## config.mk

```make
export PLATFORM = sky130hd
export DESIGN_NAME = ns_time_counter
export DESIGN_NICKNAME = d
export VERILOG_FILES = /design/src/rtl/ntc_pkg.sv /design/src/rtl/ntc_regs.sv /design/src/rtl/ntc_drift.sv /design/src/rtl/ntc_time.sv /design/src/rtl/ns_time_counter.sv
export SDC_FILE = /design/constraint.sdc
export NUM_CORES = 1
export LEC_CHECK = 0
export BUFFER_PORTS_ARGS = -buffer_cell sky130_fd_sc_hd__buf_2
export CORE_AREA = 5 5 187 207
export CTS_BUF_LIST = sky130_fd_sc_hd__clkbuf_8
export CTS_CLUSTER_SIZE = 10
export DETAILED_ROUTE_END_ITERATION = 8
export DIE_AREA = 0 0 192 212
export GPL_TIMING_DRIVEN = 0
export PLACE_DENSITY = 0.59
export RECOVER_POWER = 25
export SLEW_MARGIN = 20
export SYNTH_ARGS = -nofsm -noshare
export SYNTH_HDL_FRONTEND = slang
export SYNTH_HIERARCHICAL = 1
export SYNTH_SLANG_ARGS = --single-unit
```

## constraint.sdc

```tcl
create_clock -name clk -period 14.8 [get_ports clk]
set_input_delay 3.7 -clock clk [delete_from_list [all_inputs] [get_ports clk]]
set_output_delay 3.7 -clock clk [all_outputs]
set_load 0.05 [all_outputs]
```

## src/rtl/ntc_pkg.sv

```systemverilog
package ntc_pkg;
    localparam int ADDR_W = 3;
    localparam int DATA_W = 32;
    localparam int TIME_W = 2 * DATA_W;
    localparam int PER_W  = 28;
    localparam int STEP_W = 3;
    localparam int INTV_W = PER_W + 4;

    localparam logic [ADDR_W-1:0] A_TLO  = 3'd0;
    localparam logic [ADDR_W-1:0] A_THI  = 3'd1;
    localparam logic [ADDR_W-1:0] A_RUN  = 3'd2;
    localparam logic [ADDR_W-1:0] A_CFG  = 3'd3;
    localparam logic [ADDR_W-1:0] A_DRST = 3'd4;

    localparam logic [DATA_W-1:0] CMD_STOP  = 32'd2;
    localparam logic [DATA_W-1:0] CMD_START = 32'd4;

    typedef struct packed {
        logic              add;
        logic [STEP_W-1:0] step;
        logic [PER_W-1:0]  period;
    } drift_cfg_t;
endpackage

```

## src/rtl/ntc_regs.sv

```systemverilog
module ntc_regs
    import ntc_pkg::*;
(
    input  logic              clk,
    input  logic              rst_n,
    input  logic              wr_en,
    input  logic [ADDR_W-1:0] wr_addr,
    input  logic [DATA_W-1:0] wr_data,
    input  logic              rd_en,
    input  logic [ADDR_W-1:0] rd_addr,
    input  logic [TIME_W-1:0] time_i,
    output logic              stopped_o,
    output drift_cfg_t        cfg_o,
    output logic              drst_o,
    output logic              load_lo_o,
    output logic              load_hi_o,
    output logic [DATA_W-1:0] rd_data_o
);
    typedef struct packed {
        logic              stopped;
        drift_cfg_t        cfg;
        logic              drst;
        logic [DATA_W-1:0] snap;
        logic [DATA_W-1:0] rd;
    } regs_t;

    regs_t st_d, st_q;

    always_comb begin
        st_d = st_q;
        if (wr_en) begin
            case (wr_addr)
                A_RUN: begin
                    if (wr_data == CMD_STOP)       st_d.stopped = 1'b1;
                    else if (wr_data == CMD_START) st_d.stopped = 1'b0;
                end
                A_CFG:   if (st_q.drst) st_d.cfg = drift_cfg_t'(wr_data);
                A_DRST:  st_d.drst = wr_data[0];
                default: ;
            endcase
        end
        if (rd_en) begin
            case (rd_addr)
                A_TLO: begin
                    st_d.rd   = time_i[DATA_W-1:0];
                    st_d.snap = time_i[TIME_W-1:DATA_W];
                end
                A_THI:   st_d.rd = st_q.snap;
                A_RUN:   st_d.rd = {{(DATA_W-1){1'b0}}, st_q.stopped};
                A_CFG:   st_d.rd = DATA_W'(st_q.cfg);
                A_DRST:  st_d.rd = {{(DATA_W-1){1'b0}}, st_q.drst};
                default: st_d.rd = '0;
            endcase
        end
    end

    always_ff @(posedge clk or negedge rst_n) begin
        if (!rst_n) st_q <= '0;
        else        st_q <= st_d;
    end

    assign stopped_o = st_q.stopped;
    assign cfg_o     = st_q.cfg;
    assign drst_o    = st_q.drst;
    assign rd_data_o = st_q.rd;
    assign load_lo_o = wr_en && (wr_addr == A_TLO) && st_q.stopped;
    assign load_hi_o = wr_en && (wr_addr == A_THI) && st_q.stopped;
endmodule

```

## src/rtl/ntc_drift.sv

```systemverilog
module ntc_drift #(
    parameter int CLK_NS = 4,
    parameter int INTV_W = 32
) (
    input  logic              clk,
    input  logic              rst_n,
    input  logic              run,
    input  logic              enable,
    input  logic [INTV_W-1:0] interval,
    output logic              fire
);
    localparam int ACC_W = INTV_W + 1;

    typedef struct packed {
        logic [ACC_W-1:0] acc;
    } drift_t;

    drift_t st_d, st_q;
    logic [ACC_W-1:0] sum;

    always_comb begin
        st_d = st_q;
        fire = 1'b0;
        sum  = st_q.acc + ACC_W'(CLK_NS);
        if (!enable) begin
            st_d.acc = '0;
        end else if (run) begin
            if (sum >= {1'b0, interval}) begin
                fire     = 1'b1;
                st_d.acc = sum - {1'b0, interval};
            end else begin
                st_d.acc = sum;
            end
        end
    end

    always_ff @(posedge clk or negedge rst_n) begin
        if (!rst_n) st_q <= '0;
        else        st_q <= st_d;
    end
endmodule

```

## src/rtl/ntc_time.sv

```systemverilog
module ntc_time #(
    parameter int CLK_NS = 4,
    parameter int TIME_W = 64,
    parameter int STEP_W = 3
) (
    input  logic              clk,
    input  logic              rst_n,
    input  logic              run,
    input  logic              fire,
    input  logic              add,
    input  logic [STEP_W-1:0] step,
    input  logic              load_lo,
    input  logic              load_hi,
    input  logic [TIME_W/2-1:0] load_data,
    output logic [TIME_W-1:0] time_o
);
    localparam int HALF = TIME_W / 2;

    typedef struct packed {
        logic [TIME_W-1:0] t;
    } time_t;

    time_t st_d, st_q;
    logic [TIME_W-1:0] delta;

    always_comb begin
        st_d  = st_q;
        delta = TIME_W'(CLK_NS);
        if (fire) begin
            if (add) delta = delta + TIME_W'(step);
            else     delta = delta - TIME_W'(step);
        end
        if (run)     st_d.t = st_q.t + delta;
        if (load_lo) st_d.t[HALF-1:0] = load_data;
        if (load_hi) st_d.t[TIME_W-1:HALF] = load_data;
    end

    always_ff @(posedge clk or negedge rst_n) begin
        if (!rst_n) st_q <= '0;
        else        st_q <= st_d;
    end

    assign time_o = st_q.t;
endmodule

```

## src/rtl/ns_time_counter.sv

```systemverilog
module ns_time_counter
    import ntc_pkg::*;
#(
    parameter int CLK_NS = 4
) (
    input  logic              clk,
    input  logic              rst_n,
    input  logic              wr_en,
    input  logic [ADDR_W-1:0] wr_addr,
    input  logic [DATA_W-1:0] wr_data,
    input  logic              rd_en,
    input  logic [ADDR_W-1:0] rd_addr,
    output logic [DATA_W-1:0] rd_data,
    output logic [TIME_W-1:0] time_o
);
    logic              stopped_w;
    drift_cfg_t        cfg_w;
    logic              drst_w;
    logic              load_lo_w;
    logic              load_hi_w;
    logic              fire_w;
    logic              drift_en_w;
    logic [INTV_W-1:0] interval_w;

    assign interval_w = {cfg_w.period, 4'b0000} + INTV_W'(8);
    assign drift_en_w = (cfg_w != '0) && !drst_w;

    ntc_regs u_regs (
        .clk(clk), .rst_n(rst_n),
        .wr_en(wr_en), .wr_addr(wr_addr), .wr_data(wr_data),
        .rd_en(rd_en), .rd_addr(rd_addr), .time_i(time_o),
        .stopped_o(stopped_w), .cfg_o(cfg_w), .drst_o(drst_w),
        .load_lo_o(load_lo_w), .load_hi_o(load_hi_w), .rd_data_o(rd_data)
    );

    ntc_drift #(.CLK_NS(CLK_NS), .INTV_W(INTV_W)) u_drift (
        .clk(clk), .rst_n(rst_n), .run(!stopped_w), .enable(drift_en_w),
        .interval(interval_w), .fire(fire_w)
    );

    ntc_time #(.CLK_NS(CLK_NS), .TIME_W(TIME_W), .STEP_W(STEP_W)) u_time (
        .clk(clk), .rst_n(rst_n), .run(!stopped_w), .fire(fire_w),
        .add(cfg_w.add), .step(cfg_w.step),
        .load_lo(load_lo_w), .load_hi(load_hi_w), .load_data(wr_data),
        .time_o(time_o)
    );
endmodule

```

* After elaboration in Yosys (flattened, before gate mapping) *
Index checks and enable logic that the tools add are counted.
Widths: inputs -> output; s select.

storage, ports and cells
  bits in registers = 195
  input port bits = 42
  output and inout bits = 96
  logic and storage cells = 58

cells by class
  add/sub/neg operators = 6
  $lt $le $gt $ge = 1
  eq/ne operators = 13
  mux-type cells = 14
  reduce and logical (&&, ||, !) cells = 14

operators with widths
  operator               count
  $mux 64                3
  $pmux 32 s5            1
  $mux 33                3
  $add 64x64->64         1
  $mux 32                2
  $add 33x3->33 const B  1
  $ge 33x32->1           1
  $sub 33x32->33         1
  $add 32x4->32 const B  1
  $eq 32x2->1 const B    1
  $eq 32x3->1 const B    1
  $reduce_bool 32->1     1
  $eq 3x2->1 const B     4
  $eq 3x1->1 const B     2
  $eq 3x3->1 const B     2
  $logic_not 3->1        2
  $ne 2x2->1 const B     3
  $reduce_and 3->1       2
  $logic_and 1x1->1      5
  $mux 1                 5
  $add 3x3->4 const A    1
  $reduce_and 2->1       2
  $sub 3x3->4 const A    1
  $reduce_bool 2->1      1
  $logic_not 1->1        1

* Longest topological paths before layout *
Gate-level depths: netlist of the first run.

  depth after elaboration = 9
  depth in mapped cells = 33
  mapped depth without buffers = 30

* Modules after synthesis *
Netlist of the first run, hierarchy kept.

modules (own cells, without submodules)
  module           instances  cells each  area an instance (µm²)  sequential area each (µm²)
  ntc_time         1          838         6730.2                  1601.5
  ntc_regs         1          439         5078.6                  2452.4
  ntc_drift        1          586         4245.3                  825.8
  ns_time_counter  1          14          83.8                    0.0

* Worst setup path before layout of the first run *
OpenSTA, ideal clock, no wires.

  path type = flip-flop to flip-flop
  start = reg u_drift/st_q[8] in the netlist's numbering
  end = reg u_time.st_q, in the netlist u_time/time_o[56]
  setup time = 0.127 ns
  arrival time = 10.436 ns
  required time = 14.673 ns
  path slack = 4.237 ns
  stages on the path, launching flop included = 32
  buffers on the path = 3
  clock period less this slack = 10.563 ns
  path through = dfrtp_1 -> clkbuf_1 -> and4_1 -> nand4_1 -> nor2_1 -> nand3_1 -> nor2_1 -> xor2_1 -> ha_1 -> buf_2 -> nand4_1 -> or4_1 -> o221ai_1 -> nor3_1 -> nand2_1 -> nand2_1 -> inv_1 -> nand2_1 -> a211oi_1 -> ha_1 -> buf_6 -> a21o_1 -> a31o_1 -> a21o_1 -> a211o_1 -> a31o_2 -> a41o_4 -> a2111oi_4 -> o31ai_1 -> a31oi_2 -> xor2_1 -> o21ai_1

between the ends
  longest elaborated chain between the ends = 9

ends and longest elaborated chain
  element                 line                   text
  from (decl)             ntc_drift.sv:18        drift_t st_d, st_q;
  from (signal assigned)  ntc_drift.sv:39        else st_q <= st_d;
  $add 33x3->33           ntc_drift.sv:24        sum = st_q.acc + ACC_W'(CLK_NS);
  $ge 33x32->1            ntc_drift.sv:28        if (sum >= {1'b0, interval}) begin
  $mux 1                  ntc_drift.sv:28
  $mux 1                  ntc_drift.sv:27        end else if (run) begin
  $mux 1                  ntc_drift.sv:25        if (!enable) begin
  net fire_w              ns_time_counter.sv:21  logic fire_w;
  $mux 64                 ntc_time.sv:29         if (fire) begin
  $add 64x64->64          ntc_time.sv:33         if (run) st_d.t = st_q.t + delta;
  $mux 64                 ntc_time.sv:33
  $mux 32                 ntc_time.sv:35         if (load_hi) st_d.t[TIME_W-1:HALF] = load_data;
  to (signal assigned)    ntc_time.sv:40         else st_q <= st_d;
  to (decl)               ntc_time.sv:23         time_t st_d, st_q;

The timed path passes the listed nets, and every way through them passes these cells. The select of a mux whose other input is x is not followed.
A chain may end at the register's enable or synchronous reset.

* Worst setup path after layout of the first run *
  start = reg u_drift/st_q[8] in the netlist's numbering
  end = reg u_time.st_q, in the netlist u_time/time_o[62]

Same word-level chain as after synthesis.

==> impl_metrics.yaml, run 1 <==
run_status:
  status: "finished, violations left"
  failed_checks: "capacitance limit, slew limit"
clock_tree:
  cts_max_path_buffers: 2
  clock_latency_ps: 550
  htree_levels: 4
  postCtsHoldBufs: 0
  clockRootBuffer: "clkbuf_8"
  cts_tree: "done"
  cts_resized: 0
  clkSinkCount: 195
  clkSlewWorstSetupHoldPaths_ps: 100
  cts_setup_buffers: 0
  cts_buffers: 17
worst_hold_path:
  hold_path_depth: 1
  hp-start: "u_regs/st_q[62]"
  worstHoldEndpoint: "u_regs/st_q[62]"
  hp-class: "flip-flop to flip-flop"
yosys:
  ys.flop_type: "dfrtp_1"
  avgSynthCellArea_sq_um: 8.598
  synth-async-reset-ratio_pct: 100.0
  syn_inst: 1877
  ys.warnings.count: 6
  yosysSeqAreaShare_pct: 30.24
  ys_types: 83
  synth_edf_count: 0
  syn-cell-area_sq_um: 16140
  ys_seq_elements: 195
drt:
  drc_errors: 0
  vias: 14980
  antenna_left: 0
  post_drt_wl_per_cell_um: 22.43
  drt_iter0_drc: 902
  first_pass_iters: 5
  finalWirelength_mm: 57.10
  via_per_inst: 5.884
setup_path:
  end_kind: "flip-flop"
  worst_path_largest_cell_delay_ps: 820
  reg2reg_setup_slack_ps: 5640
  cp_slowest_cell: "o31ai_1"
  cp_data_required_time_ps: 15230
  critPathArrivalTime_ps: 9590
  critPathMaxFanout: 14
  path_class: "flip-flop to flip-flop"
  regToRegStartpoint: "u_drift/st_q[8]"
  ff2ff_path_depth: 34
  start_kind: "flip-flop"
  r2r-end: "u_time/time_o[62]"
floorplan:
  die_x_um: 192
  io_pins: 138
  initial_core_util_pct: 44.13
  die_y_um: 212
  num_rows: 74
  core_region_area_sq_um: 36570
  die_area_sq_um: 40700
global_routing:
  grt_pass1_wl_mm: 87.04
  grt_max_degree: 83
  grt_remaining_overflow: 0
  grt_usage_pct: 27.93
  grt_pass1_vias: 14800
  antenna_found_initial: 0
sta:
  worst_pin_slew_ps: 4706
  rsz0062_at_grt: "no"
  finalCritPeriodShare_pct: 61.91
  drv_slew: 117
  fin_skew_ps: 19.40
  finalHoldViolCount: 0
  fin_crit_ps: 9162
  fmax_mhz: 109.1
  finalSetupViolCount: 0
  maxSlewHeadroom_pct: -213.8
  fin_ws_ps: 5638
placement:
  io_buffers: 134
  post-place-ws_ps: 5878
  routabilityCongestion: 0.9392
  place_inst: 2514
  hpwlAfterDp_mm: 45.82
  place_area_sq_um: 17580
finish:
  seqCellArea_sq_um: 4880
  instances_no_fill: 2545
  diodes: 0
  layout.nets: 2180
  multi_input_area_sq_um: 9881
  synthToLayoutAreaGrowth_pct: 10.89
  drive_gt1_share_pct: 17.11
  fin_area_sq_um: 17900
  num-fill-cells: 3641
  layout_common_cells: "dfrtp_1 (195), nand2_1 (157), buf_2 (150)"
  mostFrequentLayoutCell: "dfrtp_1"
power_and_ir_drop:
  peakVddDrop_mv: 0.1126
  p_per_area_nw_per_um2: 236.0
  total_leakage_power_uw: 0.008791
job:
  cap_violations: 2
[synthesized netlist by cell type (all sizes together), types with 7 or more instances]
cell    instances  share of area (%)
ha             97                7.5
clkbuf         71                1.7
mux2           69                5.5
and4           12               0.65
nand2b          7               0.29
a211oi         27                1.3
a21o           67                3.1
o21a           16               0.74
and2           10               0.40
o21ai         133                4.1
nor4           20               0.78
mux2i          78                4.8
o22ai          38                1.5
inv           105                2.4
nand2         157                3.7
and3           24               0.93
nand4          36                1.4
xor2           44                2.4
nor2b          20               0.78
o31ai           8               0.37
o21bai         17               0.79
a31oi          26                1.0
nand3          44                1.4
a21oi         150                4.7
o211ai          8               0.40
nor2          108                2.5
a22oi          11               0.51
xnor2          63                3.4
dfrtp         195                 30
nor3           24               0.85
buf           101                4.6
[sequential cells by signal (all words and copies together) (netlist names)]
signal	count
u_time/time_o	64
u_drift/st_q	33
u_regs/cfg_o	32
u_regs/rd_data_o	32
u_regs/st_q	32
u_regs/drst_o	1
u_regs/stopped_o	1
[critical path: cells and delay by family, from the launching register on]
family          cells  cell delay [ps]
flops               1              330
simple gates       11             2930
buf+inv             7             1530
compound gates     12             3420
xor+xnor            1              310
fa+ha+maj           2              410
mux                 1              140
[per-layer routing]
layer,wire length (um),part of all wire (%),global-route usage [%],up-vias
met5,0,0,0,-
met3,2302,4.0,3.448,107
met1,23260,41,33.91,7375
met2,29190,51,49.84,449
met4,2352,4.1,11.95,0
li1,-,-,-,7045
[stage by stage]
stage / setup TNS (ps) / hold slack, ps / total power (uW) / util (%)
2_1_floorplan: 0 / 457.8 / 3082 / -
3_3_place_gp: -2108 / 488.8 / 3791 / 47.67
3_5_place_dp: 0 / 496.4 / 3842 / 48.06
4_1_cts: 0 / 521.0 / 4200 / 49.06
5_1_grt: 0 / 535.6 / 4537 / 48.93
6_report: 0 / 517.1 / 4224 / 48.93
[worst max-delay path by stage]
stage,to,start,cells after the start
after floorplan,u_time/time_o[56],u_drift/st_q[8],31
after global placement,u_time/time_o[57],u_drift/st_q[8],30
after detailed placement,u_time/time_o[62],u_drift/st_q[8],34
after CTS,u_time/time_o[62],u_drift/st_q[8],34
after global routing,u_time/time_o[35],rst_n,2
final,u_time/time_o[62],u_drift/st_q[8],34
[cells by family after synthesis]
family / share of synthesized area [%]
AND/OR/NAND/NOR: 14.83
adder cells (fa/ha/maj): 7.769
multiplexers: 10.49
other: 0.04654
flip-flops: 30.24
AO/OA/AOI/OAI: 22.16
buffers and inverters: 8.660
XOR/XNOR: 5.807
[power by group]
part           switching [uW]  internal (uW)  total, uW
combinational            1790           1060       2850
clock                     220            134        354
sequential                266            759       1030
[final cells by class]
type,instances,share of cell area [%]
Multi-Input combinational cell,1407,55.21
Sequential cell,195,27.27
Buffer,172,5.558
Timing Repair Buffer,141,4.265
Tap cell,494,3.454
Inverter,105,2.202
Clock buffer,17,1.307
Clock inverter,14,0.7341
(Power assumes the default switching activity.)
==> inputs of run 2 (changes only) <==
- PLACE_DENSITY: 0.59 -> 0.62
- clock period: 14.8 -> 7.4 ns (I/O delays scaled with it)
==> run 2 against run 1 <==
  * The flow still finishes with violations (capacitance limit, slew limit)
  * Via count is 0.19% higher
  * Wire length decreased by 0.22%
  * Clock power is 110% higher
  * Hold slack gained 4.1 ps
  * Clock skew is 4.2 ps higher
  * Total power up 110%
  * Highest routed layer unchanged
==> impl_metrics.yaml, run 2 (synthesized netlist as in run 1, its figures left out) <==
run_status:
  status: "finished, violations left"
  failed_checks: "capacitance limit, slew limit"
floorplan:
  die_area_sq_um: 40700
  num_rows: 74
  die_x_um: 192
  core_region_area_sq_um: 36570
  die_y_um: 212
  initial_core_util_pct: 44.13
  io_pins: 138
setup_path:
  critical_path_buf_inv_count: 7
  reg2reg_setup_slack_ps: 220
  crit_family: "simple AND/OR/NAND/NOR gates"
  cp_data_required_time_ps: 7800
  critPathMaxFanout: 12
  worst_path_largest_cell_delay_ps: 460
  cp_slowest_cell: "or4_1"
  path_class: "flip-flop to flip-flop"
  start_kind: "flip-flop"
  critPathArrivalTime_ps: 7580
  end_kind: "flip-flop"
  path_common_cell: "buf_4"
sta:
  maxSlewHeadroom_pct: -62.73
  finalHoldViolCount: 0
  fmax_mhz: 139.3
  fin_skew_ps: 23.62
  finalSetupViolCount: 0
  finalCritPeriodShare_pct: 97.00
  fin_tns_setup_ps: 0
  fin_crit_ps: 7178
  drv_slew: 127
  worst_pin_slew_ps: 2441
worst_hold_path:
  hp-class: "flip-flop to flip-flop"
power_and_ir_drop:
  power_uw: 8671
  p_switching_uw: 4666
  seq_power_share_pct: 23.8
  p_per_area_nw_per_um2: 470.5
  swShare_pct: 53.81
  total_leakage_power_uw: 0.009044
  p_clk_share_pct: 8.5
  peakVddDrop_mv: 0.3177
  p_comb_share_pct: 67.7
  p_int_uw: 4005
placement:
  io_buffers: 134
  hpwlAfterDp_mm: 45.61
  place_area_sq_um: 17650
  place_inst: 2513
  routabilityCongestion: 0.9358
clock_tree:
  postCtsHoldBufs: 0
  cts_max_path_buffers: 2
  clkSlewWorstSetupHoldPaths_ps: 130
  clockRootBuffer: "clkbuf_8"
  cts_tree: "done"
  htree_levels: 4
  clock_latency_ps: 520
  clkSinkCount: 195
  cts_buffers: 17
drt:
  post_drt_wl_per_cell_um: 22.28
  drt_iter0_drc: 1047
  via_per_inst: 5.868
  antenna_left: 0
  drc_errors: 0
  vias: 15000
  finalWirelength_mm: 56.97
  first_pass_iters: 5
global_routing:
  grt_pass1_wl_mm: 87.33
  grt_pass1_vias: 15050
  antenna_found_initial: 0
  grt_usage_pct: 27.79
  grt_max_degree: 93
  grt_remaining_overflow: 0
finish:
  synthToLayoutAreaGrowth_pct: 14.20
  mostFrequentLayoutCell: "dfrtp_1"
  largest_reg_flops: 64
  layout_common_cells: "dfrtp_1 (191), nand2_1 (154), buf_2 (150)"
  layout.nets: 2191
  instances_no_fill: 2557
  fin_area_sq_um: 18430
  diodes: 0
  final_util_pct: 50.39
  drive_gt1_share_pct: 20.79
job:
  cap_violations: 2
[run 2: timing repair]
item / 4_1_cts / 5_1_grt
setup buffers: 6 / 12
endpoints found under the setup margin: 30 / 34
pin swaps: 5 / 25
gates resized for setup: 24 / 33
cloned: 0 / 0
[run 2: area by class of cell]
class | instances | area [sq um]
Fill cell | 3594 | 18140
Multi-Input combinational cell | 1407 | 10190
Tap cell | 494 | 618.1
Buffer | 166 | 1007
Clock buffer | 17 | 234.0
Inverter | 105 | 396.6
Clock inverter | 15 | 183.9
Timing Repair Buffer | 158 | 909.6
Sequential cell | 195 | 4885
[run 2: metal layers]
| layer | share of wire [%] | GRT usage (%) |
|---|---|---|
| met3 | 4.5 | 3.547 |
| met4 | 5.0 | 13.28 |
| met1 | 39 | 32.96 |
| met2 | 51 | 49.74 |
| met5 | 0 | 0 |
[run 2: worst paths after layout]
check,from,cells after the start,to
worst max register to register,u_drift/st_q[8],32,u_time/time_o[57]
max in group asynchronous,rst_n,2,u_regs/rd_data_o[12]
min in group asynchronous,rst_n,1,u_drift/st_q[6]
worst min register to register,u_regs/st_q[53],1,u_regs/st_q[53]
worst max-delay path,u_drift/st_q[8],32,u_time/time_o[57]
worst min-delay path,u_regs/st_q[53],1,u_regs/st_q[53]
[run 2: metrics by stage]
step	setup slack, ps	hold WS [ps]
6_report	222.4	521.1
5_1_grt	-28.24	545.0
4_1_cts	11.20	523.6
3_5_place_dp	-975.5	497.7
3_3_place_gp	-2709	490.2
2_1_floorplan	16.06	457.8
[run 2: power by group through the flow]
stage,sequential [uW],clock (uW),combinational [uW]
floorplan,2460,0,3740
detailed placement,2070,0,5640
CTS,2050,753,5710
global placement,2060,0,5570
global route,2120,791,6400
finish,2060,735,5870
